## src/rtl/rng_port_pkg.sv

```systemverilog
package rng_port_pkg;

  typedef enum logic [1:0] {
    SEL_NONE = 2'd0,
    SEL_CTRL = 2'd1,
    SEL_DATA = 2'd2,
    SEL_MODE = 2'd3
  } reg_sel_e;

  localparam int REG_W      = 8;
  localparam int BIT_RUN    = 0;
  localparam int BIT_FRESH  = 1;
  localparam logic [31:0] OFF_CTRL = 32'h0000_0000;
  localparam logic [31:0] OFF_DATA = 32'h0000_0004;
  localparam logic [31:0] OFF_MODE = 32'h0000_0008;

  // Map a byte offset onto one of the three registers; anything else is none.
  function automatic reg_sel_e decode_offset(input logic [31:0] off);
    reg_sel_e s;
    case (off)
      OFF_CTRL: s = SEL_CTRL;
      OFF_DATA: s = SEL_DATA;
      OFF_MODE: s = SEL_MODE;
      default:  s = SEL_NONE;
    endcase
    return s;
  endfunction

  // The generator runs only with the run bit set and the exact run code.
  function automatic logic is_running(input logic run_bit,
                                      input logic [REG_W-1:0] mode,
                                      input logic [REG_W-1:0] run_code);
    return run_bit && (mode == run_code);
  endfunction

  // Software write to control: every bit taken except the fresh flag.
  function automatic logic [REG_W-1:0] merge_ctrl(input logic [REG_W-1:0] old_v,
                                                  input logic [REG_W-1:0] wr_v);
    logic [REG_W-1:0] keep;
    keep = '0;
    keep[BIT_FRESH] = 1'b1;
    return (wr_v & ~keep) | (old_v & keep);
  endfunction

  // Visible control/status byte: stored bits plus the gated fresh flag.
  function automatic logic [REG_W-1:0] ctrl_view(input logic [REG_W-1:0] stored,
                                                 input logic fresh,
                                                 input logic running);
    logic [REG_W-1:0] v;
    v = stored;
    v[BIT_FRESH] = fresh & running;
    return v;
  endfunction

endpackage

```

## src/rtl/rng_addr_decode.sv

```systemverilog
module rng_addr_decode
  import rng_port_pkg::*;
#(
  parameter int ADDR_W = 12
) (
  input  logic [ADDR_W-1:0] addr,
  output reg_sel_e          sel
);

  logic [31:0] off_ext;

  generate
    if (ADDR_W >= 32) begin : g_trunc
      assign off_ext = addr[31:0];
      logic unused_hi;
      if (ADDR_W > 32) begin : g_hi
        assign unused_hi = ^addr[ADDR_W-1:0];
      end else begin : g_nohi
        assign unused_hi = 1'b0;
      end
    end else begin : g_ext
      assign off_ext = {{(32-ADDR_W){1'b0}}, addr};
    end
  endgenerate

  always_comb sel = decode_offset(off_ext);

endmodule

```

## src/rtl/rng_ctrl_regs.sv

```systemverilog
module rng_ctrl_regs
  import rng_port_pkg::*;
#(
  parameter int               W        = 8,
  parameter logic [W-1:0]     RUN_CODE = 8'h02
) (
  input  logic         clk,
  input  logic         rst_n,
  input  logic         wr_ctrl,
  input  logic         wr_mode,
  input  logic [W-1:0] wbyte,
  output logic [W-1:0] ctrl_q,
  output logic [W-1:0] mode_q,
  output logic         running
);

  always_ff @(posedge clk) begin
    if (!rst_n) begin
      ctrl_q <= '0;
      mode_q <= '0;
    end else begin
      if (wr_ctrl) ctrl_q <= merge_ctrl(ctrl_q, wbyte);
      if (wr_mode) mode_q <= wbyte;
    end
  end

  always_comb running = is_running(ctrl_q[BIT_RUN], mode_q, RUN_CODE);

endmodule

```

## src/rtl/rng_byte_holder.sv

```systemverilog
module rng_byte_holder #(
  parameter int W = 8
) (
  input  logic         clk,
  input  logic         rst_n,
  input  logic         running,
  input  logic         consume_req,
  input  logic         ent_valid,
  input  logic [W-1:0] ent_byte,
  output logic         ent_ready,
  output logic         fresh_q,
  output logic [W-1:0] byte_q,
  output logic         capture_evt,
  output logic         consume_evt
);

  assign ent_ready   = running && !fresh_q;
  assign capture_evt = ent_ready && ent_valid;
  assign consume_evt = consume_req && running && fresh_q;

  always_ff @(posedge clk) begin
    if (!rst_n) begin
      fresh_q <= 1'b0;
      byte_q  <= '0;
    end else if (!running) begin
      fresh_q <= 1'b0;
    end else if (consume_evt) begin
      fresh_q <= 1'b0;
      byte_q  <= '0;
    end else if (capture_evt) begin
      fresh_q <= 1'b1;
      byte_q  <= ent_byte;
    end
  end

endmodule

```

## src/rtl/rng_read_mux.sv

```systemverilog
module rng_read_mux
  import rng_port_pkg::*;
#(
  parameter int W      = 8,
  parameter int DATA_W = 32
) (
  input  logic              rd,
  input  reg_sel_e          sel,
  input  logic [W-1:0]      ctrl_q,
  input  logic [W-1:0]      mode_q,
  input  logic              fresh_q,
  input  logic [W-1:0]      byte_q,
  input  logic              running,
  output logic [DATA_W-1:0] rdata
);

  logic [W-1:0] val;

  always_comb begin
    case (sel)
      SEL_CTRL: val = ctrl_view(ctrl_q, fresh_q, running);
      SEL_DATA: val = (running && fresh_q) ? byte_q : '0;
      SEL_MODE: val = mode_q;
      default:  val = '0;
    endcase
    rdata = '0;
    if (rd) rdata[W-1:0] = val;
  end

endmodule

```

## src/rtl/rng_byte_port.sv

```systemverilog
module rng_byte_port
  import rng_port_pkg::*;
#(
  parameter int          ADDR_W   = 12,
  parameter int          DATA_W   = 32,
  parameter logic [7:0]  RUN_CODE = 8'h02
) (
  input  logic              clk,
  input  logic              rst_n,
  input  logic [ADDR_W-1:0] bus_addr,
  input  logic              bus_wr,
  input  logic              bus_rd,
  input  logic [DATA_W-1:0] bus_wdata,
  output logic [DATA_W-1:0] bus_rdata,
  input  logic              ent_valid,
  input  logic [7:0]        ent_byte,
  output logic              ent_ready
);

  localparam int W = REG_W;

  reg_sel_e     sel;
  logic         wr_ctrl, wr_mode, rd_data_req;
  logic [W-1:0] ctrl_q, mode_q, byte_q;
  logic         running, fresh_q, capture_evt, consume_evt;
  logic         unused_upper;

  assign unused_upper = ^bus_wdata[DATA_W-1:W];

  rng_addr_decode #(.ADDR_W(ADDR_W)) u_dec (
    .addr (bus_addr),
    .sel  (sel)
  );

  assign wr_ctrl     = bus_wr && (sel == SEL_CTRL);
  assign wr_mode     = bus_wr && (sel == SEL_MODE);
  assign rd_data_req = bus_rd && (sel == SEL_DATA);

  rng_ctrl_regs #(.W(W), .RUN_CODE(RUN_CODE)) u_regs (
    .clk     (clk),
    .rst_n   (rst_n),
    .wr_ctrl (wr_ctrl),
    .wr_mode (wr_mode),
    .wbyte   (bus_wdata[W-1:0]),
    .ctrl_q  (ctrl_q),
    .mode_q  (mode_q),
    .running (running)
  );

  rng_byte_holder #(.W(W)) u_hold (
    .clk         (clk),
    .rst_n       (rst_n),
    .running     (running),
    .consume_req (rd_data_req),
    .ent_valid   (ent_valid),
    .ent_byte    (ent_byte),
    .ent_ready   (ent_ready),
    .fresh_q     (fresh_q),
    .byte_q      (byte_q),
    .capture_evt (capture_evt),
    .consume_evt (consume_evt)
  );

  rng_read_mux #(.W(W), .DATA_W(DATA_W)) u_mux (
    .rd      (bus_rd),
    .sel     (sel),
    .ctrl_q  (ctrl_q),
    .mode_q  (mode_q),
    .fresh_q (fresh_q),
    .byte_q  (byte_q),
    .running (running),
    .rdata   (bus_rdata)
  );

endmodule

```

## config.mk

```make
export PLATFORM = sky130hd
export DESIGN_NAME = rng_byte_port
export DESIGN_NICKNAME = d
export VERILOG_FILES = /design/src/rtl/rng_port_pkg.sv /design/src/rtl/rng_addr_decode.sv /design/src/rtl/rng_ctrl_regs.sv /design/src/rtl/rng_byte_holder.sv /design/src/rtl/rng_read_mux.sv /design/src/rtl/rng_byte_port.sv
export SDC_FILE = /design/constraint.sdc
export NUM_CORES = 1
export LEC_CHECK = 0
export BUFFER_PORTS_ARGS = -buffer_cell sky130_fd_sc_hd__buf_2
export CORE_UTILIZATION = 33
export DETAILED_ROUTE_END_ITERATION = 10
export PLACE_DENSITY = 0.63
export SETUP_SLACK_MARGIN = 0.5
export SYNTH_ARGS = -nofsm -noshare
export SYNTH_HDL_FRONTEND = slang
export SYNTH_SLANG_ARGS = --single-unit
```

## constraint.sdc

```tcl
create_clock -name clk -period 2.9 [get_ports clk]
set_input_delay 0.58 -clock clk [delete_from_list [all_inputs] [get_ports clk]]
set_output_delay 0.58 -clock clk [all_outputs]
set_load 0.03 [all_outputs]
```

After elaboration in Yosys (flattened, before gate mapping)
Index checks and enable logic that the tools add are counted.
Widths: inputs -> output; s select.

cells by class
  bitwise logic cells = 4
  mux-type cells = 6
  reduce and logical (&&, ||, !) cells = 14
  equal/unequal tests = 6

operators by type and width
  kind                 number
  $logic_not 32->1     1
  $mux 8               4
  $pmux 8 s3           1
  $eq 12x3->1 const B  1
  $eq 12x4->1 const B  1
  $logic_and 1x1->1    9
  $eq 8x2->1 const B   1
  $or 8x2->8           1
  $pmux 2 s3           1
  $eq 2x2->1 const B   2
  $reduce_or 3->1      1
  $eq 2x1->1 const B   1
  $not 1->1            2
  $reduce_and 2->1     1
  $reduce_bool 2->1    1
  $and 1x1->1          1
  $logic_not 1->1      1

word-level totals
  flip-flop bits (word level) = 25
  word-level logic and storage cells = 34
  output and inout port bits = 33
  input port bits = 57

Depth between registers and ports, before layout
Gate-level depths: netlist of the first run.

  depth after elaboration = 8
  gate-level depth with buffers = 5
  mapped depth without buffers = 4

By module
From an unflattened synthesis of the first run, not the netlist that was laid out.

second synthesis, totals
  cells, all modules = 148
  area, all modules = 1,412.6 um^2

by module, submodules not included
  module           sequential area each (um^2)  times used  cells an instance  area an instance (um^2)
  rng_ctrl_regs    300.3                        1           54                 599.3
  rng_read_mux     0.0                          1           55                 409.1
  rng_byte_holder  180.2                        1           30                 336.6
  rng_addr_decode  0.0                          1           6                  42.5
  rng_byte_port    0.0                          1           3                  25.0

Worst setup path before layout of the first run
OpenSTA, ideal clock, no wires.

  path type = input to output
  start = input bus_addr[3]
  end = output bus_rdata[1]
  buffers on the path = 1
  path slack = 460 ps
  stages = 3
  arrival = 1,860 ps
  cell sequence = buf_1 -> a32oi_1 -> nor3_1

between the ends
  cells in the longest elaborated chain, start to end = 5
  elaborated cells between the ends (all ways) = 9
  classes of those cells = eq/ne (5); mux (3); reduce/logical (1)

RTL lines
  element                                          line                 text
  start, declared                                  rng_byte_port.sv:10  input logic [ADDR_W-1:0] bus_addr,
  $logic_not 32->1 (tied with other cells)         rng_port_pkg.sv:20   case (off)
  $pmux 2 s3 *                                     rng_port_pkg.sv:20
  $eq 2x2->1 / $eq 2x1->1 (equally long branches)  rng_read_mux.sv:20   case (sel)
  $pmux 8 s3 *                                     rng_read_mux.sv:20
  $mux 8 *                                         rng_read_mux.sv:27   if (rd) rdata[W-1:0] = val;
  end, declared                                    rng_byte_port.sv:14  output logic [DATA_W-1:0] bus_rdata,

Every way passes the cells marked *; elsewhere a longest branch is shown, timed or not.

Worst setup path after layout of the first run
  start = input bus_addr[4]
  end = output bus_rdata[7]

Same word-level chain as after synthesis.

==> results.md, run 1 <==
- RSZ-0062 raised after global routing: true
- Via density: 4.840
- Die X: 68.23 µm
- Synth Instances: 151
- Antenna-violating nets left: 0
- Ys async rst share: 0%
- Register area share after synthesis: 33.19%
- # IOs: 90
- Largest net degree at the start of global routing: 41
- Main synth FF type: dfxtp_1
- Slew headroom: 57.47%
- Busiest grt layer: met2
- Worst-path maximum fanout: 7
- Antenna Cells: 0
- IO Port Bufs: 41
- Initial antenna violation count: 0
- Hold path cells: 2
- CTS tree: yes
- Crit path top cell by count: buf_6
- CTS root buffer: clkbuf_8
- Layout Skew: 0.004056 ns
- First-pass GRT wire length: 4899 µm
- Endpoint required time on the critical path: 2.32 ns
- Final setup fails: 0
- Number of remaining DRC errors: 0
- Met3 GRT Util: 3.000%
- Worst path cell trace: buf_6, nor4_4, nand4_1, nor3_4, buf_6, o2bb2ai_1, buf_4
- Slew Viols, Final: 0
- Crit path largest cell delay: 0.29 ns
- Area Growth Syn to Fin: 27.31%
- Setup tns final: 0 ns
- Final Cell Area: 0.001843 mm²
- Routed vias: 1181
- Number of global-route vias before repair: 1157
- Final wirelength: 3109 µm
- Die Span Y: 68.23 µm
- Endpoints failing hold: 0
- Max Cap Viol: 0
- Nets@finish: 253
- Area contributors post-synth: dfxtp_1 33%, mux2i_1 15%, buf_4 13%
- WHS Endpoint: u_regs.ctrl_q[4]$_SDFFE_PN0P_
- Max Root-Sink Buffers: 2
- First drt pass iteration count: 4
- Cts hold-fix bufs: 0
- Worst reg2reg path depth: 5
- HP Class: register to register
- DP Worst Slack: 0.2229 ns
- Gpl congestion: 0.7312
- Final min period: 2.408 ns
- Leakage power: 0.8535 nW
- Syn Area/Cell: 9.587 µm²
- FF-to-FF End: u_hold.byte_q[7]$_SDFFE_PN0P_
- Synth cell types: 31
- Sinks on Clock Net: 24
- Netlist Area Pre-Place: 0.001448 mm²
- DPL Wire Length: 2303 µm
- Status: completed
- Die area: 0.004655 mm²
- Placed cell area: 0.001610 mm²
- # rows: 23
- Maximum vdd ir drop: 161.0 µV
- Filler instances: 414
- Most common library cells after synthesis: 25 x buf_4, 25 x nand2_1, 24 x dfxtp_1, 22 x mux2i_1, 8 x a32o_1
- Dominant cell type by area after synthesis: dfxtp_1
- GRT met1 Usage: 16.93%
- Yosys reg bits: 24
- Post-synth EDFFs: 0
- Met2 Use GR: 24.39%
- WHS: 0.4598 ns
- Worst hold start: u_regs.ctrl_q[4]$_SDFFE_PN0P_
- Setup CP Type: input pin to output port
- Global route overflow: 0
- Arrival @ worst endpoint: 1.83 ns
- Fmax: 0.4152 GHz
- Reg-to-reg setup timing slack: 1.20 ns
- Power Dens Cells: 333.3 mW/mm²
- Crit Reg-Reg Startpoint: u_regs.mode_q[3]$_SDFFE_PN0P_
- CP max-delay cell: nor4_4
- Final WS setup: 0.4917 ns
- Crit end category: output port
- # H-tree levels: 1
- Worst setup SP type: input pin
- Share of the synthesized area in the top cell type: 33.19%
- Synthesis Warnings: 0
- Share of cells above drive strength 1: 37.63%
- Avg WL per Cell: 12.74 µm
- Worst-Skew Late Latency: 0.26 ns
- CTS Buf Count: 3
- Core Util, Final: 44.79%
- Slew of the pin with the lowest slew margin: 0.6379 ns
- Drt initial violations: 29
- Initial core utilization: 35.18%
- Core Box Area: 0.004115 mm²
- Total Routing Usage GR: 13.93%
- Fin crit share: 83.05%
- Clk pin slew, worst setup/hold paths: 0.08 ns
-- stage by stage --
stage                     total power [mW]  std cells
after floorplan                     0.4201        174
after global placement              0.4234        236
after detailed placement            0.4235        236
after CTS                           0.6126        243
after global routing                0.6377        244
final                               0.6142        244
-- cell usage in the layout (no fill, tap or decap) --
cell type / count
nor3b_4: 1
o2bb2ai_4: 1
nand3_1: 1
nand4_1: 1
a32o_1: 8
nor3_4: 1
buf_2: 28
and4_1: 1
nand2_2: 2
buf_6: 10
mux2i_1: 22
nor4_4: 3
nand4b_4: 1
and4b_1: 2
nor3_1: 1
nor3_2: 1
a32oi_1: 1
nor2_1: 1
and3_1: 5
nor2b_1: 2
a211oi_1: 1
buf_4: 10
conb_1: 24
o2111a_1: 1
nand2_1: 24
nor4bb_1: 1
and3_2: 5
nand4_2: 1
o2bb2ai_2: 3
clkbuf_8: 3
dfxtp_2: 2
nor4b_4: 1
dfxtp_1: 22
o2bb2ai_1: 3
-- critical path: cells and delay by family --
family          cells  cell delay [ns]
simple gates        3             0.66
buf+inv             3             0.45
compound gates      1             0.13
-- metal layers --
metal / routed length [µm] / up-vias
met5: 0 / -
met4: 19 / 0
met3: 192 / 2
met2: 1428 / 43
met1: 1470 / 540
li1: - / 596
-- worst max-delay path by stage --
stage / startpoint / to / slack (ns)
floorplan: bus_addr[7] / bus_rdata[0] / 0.57
global placement: bus_addr[7] / bus_rdata[2] / 0.25
detailed placement: bus_addr[7] / bus_rdata[2] / 0.22
CTS: bus_addr[4] / bus_rdata[7] / 0.49
global route: bus_addr[1] / bus_rdata[7] / 0.40
finish: bus_addr[4] / bus_rdata[7] / 0.49
-- registers in the layout (all words and copies together) (netlist names) --
| signal | flops |
|---|---|
| u_hold.byte_q | 8 |
| u_hold.fresh_q | 1 |
| u_regs.mode_q | 8 |
| u_regs.ctrl_q | 7 |
-- kinds of logic after synthesis --
group | after synthesis | synth area share, %
simple gates | 55 | 25.06
buf+inv | 31 | 14.61
flops | 24 | 33.19
mux | 22 | 15.21
compound gates | 18 | 11.67
other cells | 1 | 0.2590
-- cell type report --
cell class | count | area (µm²) | area share, %
clock buffer | 3 | 41.29 | 2.240
timing repair buffer | 48 | 327.8 | 17.79
multi-input combinational | 119 | 928.4 | 50.37
tap | 50 | 62.56 | 3.394
sequential | 24 | 483.0 | 26.20
-- report_power, final --
group	leakage (nW)	internal, mW	switching (mW)
Clock	0.0216	0.0927	0.0980
Sequential	0.194	0.329	0.0000209
Combinational	0.638	0.0266	0.0678
-- repair_timing --
action	CTS	global route
pin swaps	6	4
buffers inserted	4	1
setup endpoints to repair	7	8
cloned	0	0
resized for setup	13	20
Power figures use the tool's default switching activity.
==> run 2: changes to the inputs <==
- clock period: 2.9 -> 2.3 ns (I/O delays scaled with it)
==> results.md, run 2 (synthesized netlist as in run 1, its figures left out) <==
- Final WS setup: 0.05172 ns
- Slew of the pin with the lowest slew margin: 0.6362 ns
- Crit path largest cell delay: 0.37 ns
- Gpl congestion: 0.7595
- Largest net degree at the start of global routing: 41
- Sinks on Clock Net: 24
- WP buf/inv: 2
- Antenna-violating nets left: 0
- Area Growth Syn to Fin: 34.92%
- Power Dens Cells: 461.1 mW/mm²
- Routed vias: 1207
- Maximum vdd ir drop: 492.3 µV
- Slew Viols, Final: 0
- CTS tree: yes
- Layout Skew: 0.002249 ns
- Worst-Skew Late Latency: 0.27 ns
- Leakage power: 0.9701 nW
- Antenna Cells: 0
- Number of remaining DRC errors: 0
- Worst setup SP type: register
- Combinational Power Share: 12.8%
- Worst reg2reg path depth: 6
- # rows: 23
- P_sw: 0.2250 mW
- Setup CP Type: register to output port
- First-pass GRT wire length: 4892 µm
- Arrival @ worst endpoint: 1.79 ns
- DP Worst Slack: 0.03907 ns
- Die Span Y: 68.23 µm
- Final setup fails: 0
- Total Routing Usage GR: 14.18%
- Cells after DPL: 241
- Setup tns final: 0 ns
- Number of global-route vias before repair: 1084
- Register share of total power: 46.0%
- Commonest non-fill, non-tap cell in the layout: buf_2
- Share of cells above drive strength 1: 42.00%
- FF-to-FF End: u_hold.byte_q[7]$_SDFFE_PN0P_
- Fmax: 0.4448 GHz
- Via density: 4.828
- Crit end category: output port
- Initial core utilization: 35.18%
- Final wirelength: 3277 µm
- Fin crit share: 97.75%
- Max Root-Sink Buffers: 2
- Drt initial violations: 24
- Endpoint required time on the critical path: 1.84 ns
- WHS: 0.4235 ns
- Die X: 68.23 µm
- Final min period: 2.248 ns
- Worst hold start: ent_byte[3]
- Core Box Area: 0.004115 mm²
- Hold path cells: 2
- Reg-to-reg setup timing slack: 0.63 ns
- Global route overflow: 0
- Initial antenna violation count: 0
- Cell-internal power: 0.6755 mW
- Endpoints failing hold: 0
- Overall power: 0.9005 mW
- Clk pin slew, worst setup/hold paths: 0.09 ns
- Nets@finish: 258
- IO Port Bufs: 41
- HP Class: input pin to register
- Placed cell area: 0.001755 mm²
- # IOs: 90
- Most frequent cells in the layout: 32 x buf_2, 25 x nand2_1, 24 x conb_1
- Worst-path maximum fanout: 7
- Final Cell Area: 0.001953 mm²
- Worst path cell trace: nor4_4, nand4b_4, nor3_4, buf_12, o2bb2ai_2, buf_6
- DPL Wire Length: 2300 µm
- Crit Reg-Reg Startpoint: u_regs.mode_q[3]$_SDFFE_PN0P_
- Max Cap Viol: 0
- Clock network power share: 41.2%
- Core Util, Final: 47.46%
- WHS Endpoint: u_hold.byte_q[3]$_SDFFE_PN0P_
- First drt pass iteration count: 4
- RSZ-0062 raised after global routing: true
- Status: completed
- Slew headroom: 57.59%
- Switching Share: 24.99%
- Cts hold-fix bufs: 0
- CTS Buf Count: 3
- CP max-delay cell: dfxtp_4
- Avg WL per Cell: 13.11 µm
- Leading registers by flop count: u_hold.byte_q: 8 flops, u_regs.mode_q: 8 flops, u_regs.ctrl_q: 7 flops
- CTS root buffer: clkbuf_8
- # H-tree levels: 1
- Die area: 0.004655 mm²
- Post-route insts no fill: 250
- Delay-heaviest family, CP: simple AND/OR/NAND/NOR gates
[run 2: changes by cell type in the layout (fill, tap and decap cells not counted), moves of 2 or more]
cell       previous run  this run
buf_6                10         7
buf_12                0         2
buf_2                28        32
buf_4                10        12
o2bb2ai_1             3         0
o2bb2ai_2             3         5
[run 2: timing repair]
| item | in CTS | in global routing |
|---|---|---|
| endpoints found under the setup margin | 9 | 17 |
| pin swaps | 4 | 3 |
| buffers inserted | 3 | 2 |
| resized for setup | 19 | 5 |
[run 2: how the worst max path moves through the flow]
stage / startpoint / end / slack, ns / cells after the start
after floorplan: bus_addr[7] / bus_rdata[2] / 0.27 / 4
after global placement: bus_addr[7] / bus_rdata[2] / 0.05 / 7
after detailed placement: bus_addr[7] / bus_rdata[2] / 0.04 / 7
after CTS: u_regs.mode_q[4]$_SDFFE_PN0P_ / bus_rdata[2] / 0.04 / 6
after global routing: u_regs.mode_q[3]$_SDFFE_PN0P_ / bus_rdata[7] / -0.07 / 6
final: u_regs.mode_q[3]$_SDFFE_PN0P_ / bus_rdata[6] / 0.05 / 6
[run 2: power by group through the flow]
stage / clock network (mW) / logic (mW) / registers (mW)
6_report: 0.371 / 0.115 / 0.414
3_3_place_gp: 0 / 0.114 / 0.425
3_5_place_dp: 0 / 0.114 / 0.425
4_1_cts: 0.377 / 0.115 / 0.415
2_1_floorplan: 0 / 0.106 / 0.425
5_1_grt: 0.398 / 0.126 / 0.414
[run 2: routing by layer]
| metal | GRT usage, % | wire [µm] | vias up | share of wire (%) |
|---|---|---|---|---|
| li1 | - | - | 606 | - |
| met1 | 18.89 | 1512 | 553 | 46 |
| met2 | 23.65 | 1558 | 44 | 48 |
| met3 | 3.500 | 161 | 4 | 4.9 |
| met4 | 1.563 | 44 | 0 | 1.3 |
| met5 | 0 | 0 | - | 0 |
[run 2: area by class of cell]
class / count / area, µm²
Fill cell: 413 / 2162
Multi-Input combinational cell: 119 / 963.4
Sequential cell: 24 / 486.7
Timing Repair Buffer: 53 / 369.1
Tap cell: 50 / 62.56
Clock buffer: 3 / 41.29
Clock inverter: 1 / 30.03
==> run 3: changes to the inputs <==
- GPL_ROUTABILITY_DRIVEN: unset -> 0
- SETUP_SLACK_MARGIN: 0.5 -> 0.15
==> results.md, run 3 (synthesized netlist as in run 1, its figures left out) <==
- Status: completed
- Clk pin slew, worst setup/hold paths: 0.08 ns
- Number of global-route vias before repair: 1144
- Combinational Power Share: 15.2%
- Crit end category: output port
- Max Root-Sink Buffers: 2
- Slew Viols, Final: 0
- Drt initial violations: 42
- Power Dens Cells: 402.2 mW/mm²
- Die X: 68.23 µm
- Arrival @ worst endpoint: 1.79 ns
- CP max-delay cell: nor4_4
- Die Span Y: 68.23 µm
- Crit path largest cell delay: 0.30 ns
- Clock network power share: 31.3%
- Total Routing Usage GR: 14.71%
- HP Class: input pin to register
- IO Port Bufs: 41
- WHS: 0.4325 ns
- CTS root buffer: clkbuf_8
- Area Growth Syn to Fin: 33.02%
- Maximum vdd ir drop: 166.9 µV
- Nets@finish: 259
- Endpoints failing hold: 0
- Setup CP Type: input pin to output port
- Switching Share: 27.44%
- Leakage power: 0.9492 nW
- RSZ-0062 raised after global routing: true
- Worst path cell trace: buf_2, nor4_4, nand4_1, nor3_4, buf_12, o2bb2ai_2, buf_6
- Final wirelength: 3266 µm
- Commonest non-fill, non-tap cell in the layout: buf_2
- First drt pass iteration count: 4
- # H-tree levels: 1
- Die area: 0.004655 mm²
- Via density: 4.896
- Register share of total power: 53.4%
- Sinks on Clock Net: 24
- Worst setup SP type: input pin
- Global route overflow: 0
- Post-route insts no fill: 250
- Fmax: 0.4448 GHz
- P_sw: 0.2125 mW
- Fin crit share: 97.75%
- DP Worst Slack: -0.07807 ns
- Initial antenna violation count: 0
- Overall power: 0.7745 mW
- # rows: 23
- DPL Wire Length: 2316 µm
- Delay-heaviest family, CP: simple AND/OR/NAND/NOR gates
- Core Box Area: 0.004115 mm²
- Final min period: 2.248 ns
- Placed cell area: 0.001648 mm²
- CTS Buf Count: 3
- Final Cell Area: 0.001926 mm²
- Layout Skew: 0.004778 ns
- Worst-path maximum fanout: 7
- Final setup fails: 0
- Max Cap Viol: 0
- Endpoint required time on the critical path: 1.84 ns
- Slew headroom: 57.07%
- Setup tns final: 0 ns
- Most frequent cells in the layout: 31 x buf_2, 24 x nand2_1, 24 x conb_1
- Leading registers by flop count: u_hold.byte_q: 8 flops, u_regs.mode_q: 8 flops, u_regs.ctrl_q: 7 flops
- Largest net degree at the start of global routing: 41
- # IOs: 90
- Filler instances: 424
- Avg WL per Cell: 13.06 µm
- Share of cells above drive strength 1: 41.00%
- Cell-internal power: 0.5620 mW
- Slew of the pin with the lowest slew margin: 0.6440 ns
- Antenna-violating nets left: 0
- WP buf/inv: 3
- Number of remaining DRC errors: 0
- Antenna Cells: 0
- First-pass GRT wire length: 5133 µm
- Core Util, Final: 46.79%
- Initial core utilization: 35.18%
- Final WS setup: 0.05186 ns
- Worst-Skew Late Latency: 0.26 ns
- Cells after DPL: 241
- Routed vias: 1224
- CTS tree: yes
run 3: area by class of cell:
type	instances	area [µm²]	area share, %
multi-input cells	119	965.9	50.16
flip-flops and latches	24	485.5	25.21
well taps	50	62.56	3.249
repair buffers	54	370.4	19.23
clock buffers	3	41.29	2.144
run 3: path summary, 6_finish.rpt:
path                                   endpoint  slack (ns)                          start  cells past startpoint
setup / recovery                   bus_rdata[2]        0.05                    bus_addr[9]                      7
hold / removal    u_hold.byte_q[2]$_SDFFE_PN0P_        0.43                    ent_byte[2]                      2
setup reg to reg  u_hold.byte_q[7]$_SDFFE_PN0P_        0.54  u_regs.mode_q[4]$_SDFFE_PN0P_                      6
hold reg to reg   u_regs.ctrl_q[7]$_SDFFE_PN0P_        0.46  u_regs.ctrl_q[7]$_SDFFE_PN0P_                      2
run 3: what timing repair did:
action	CTS	global route
gates resized for setup	28	8
endpoints found under the setup margin	8	8
pin swaps	3	5
buffers inserted	5	1
hold endpoints to repair	0	0
hold buffers	0	0
gates cloned	0	0
run 3: power groups by stage:
stage	clock, mW	sequential, mW	combinational (mW)
finish	0.243	0.414	0.118
global route	0.267	0.414	0.129
CTS	0.251	0.414	0.112
detailed placement	0	0.425	0.112
global placement	0	0.425	0.111
floorplan	0	0.425	0.105
run 3: layer usage:
metal  up-vias  global-route usage [%]  part of all wire [%]
li1        611                       -                     -
met1       565                   18.37                    44
met2        44                   25.37                    49
met3         4                   2.500                   5.8
met4         0                   4.688                  0.95
met5         -                       0                     0
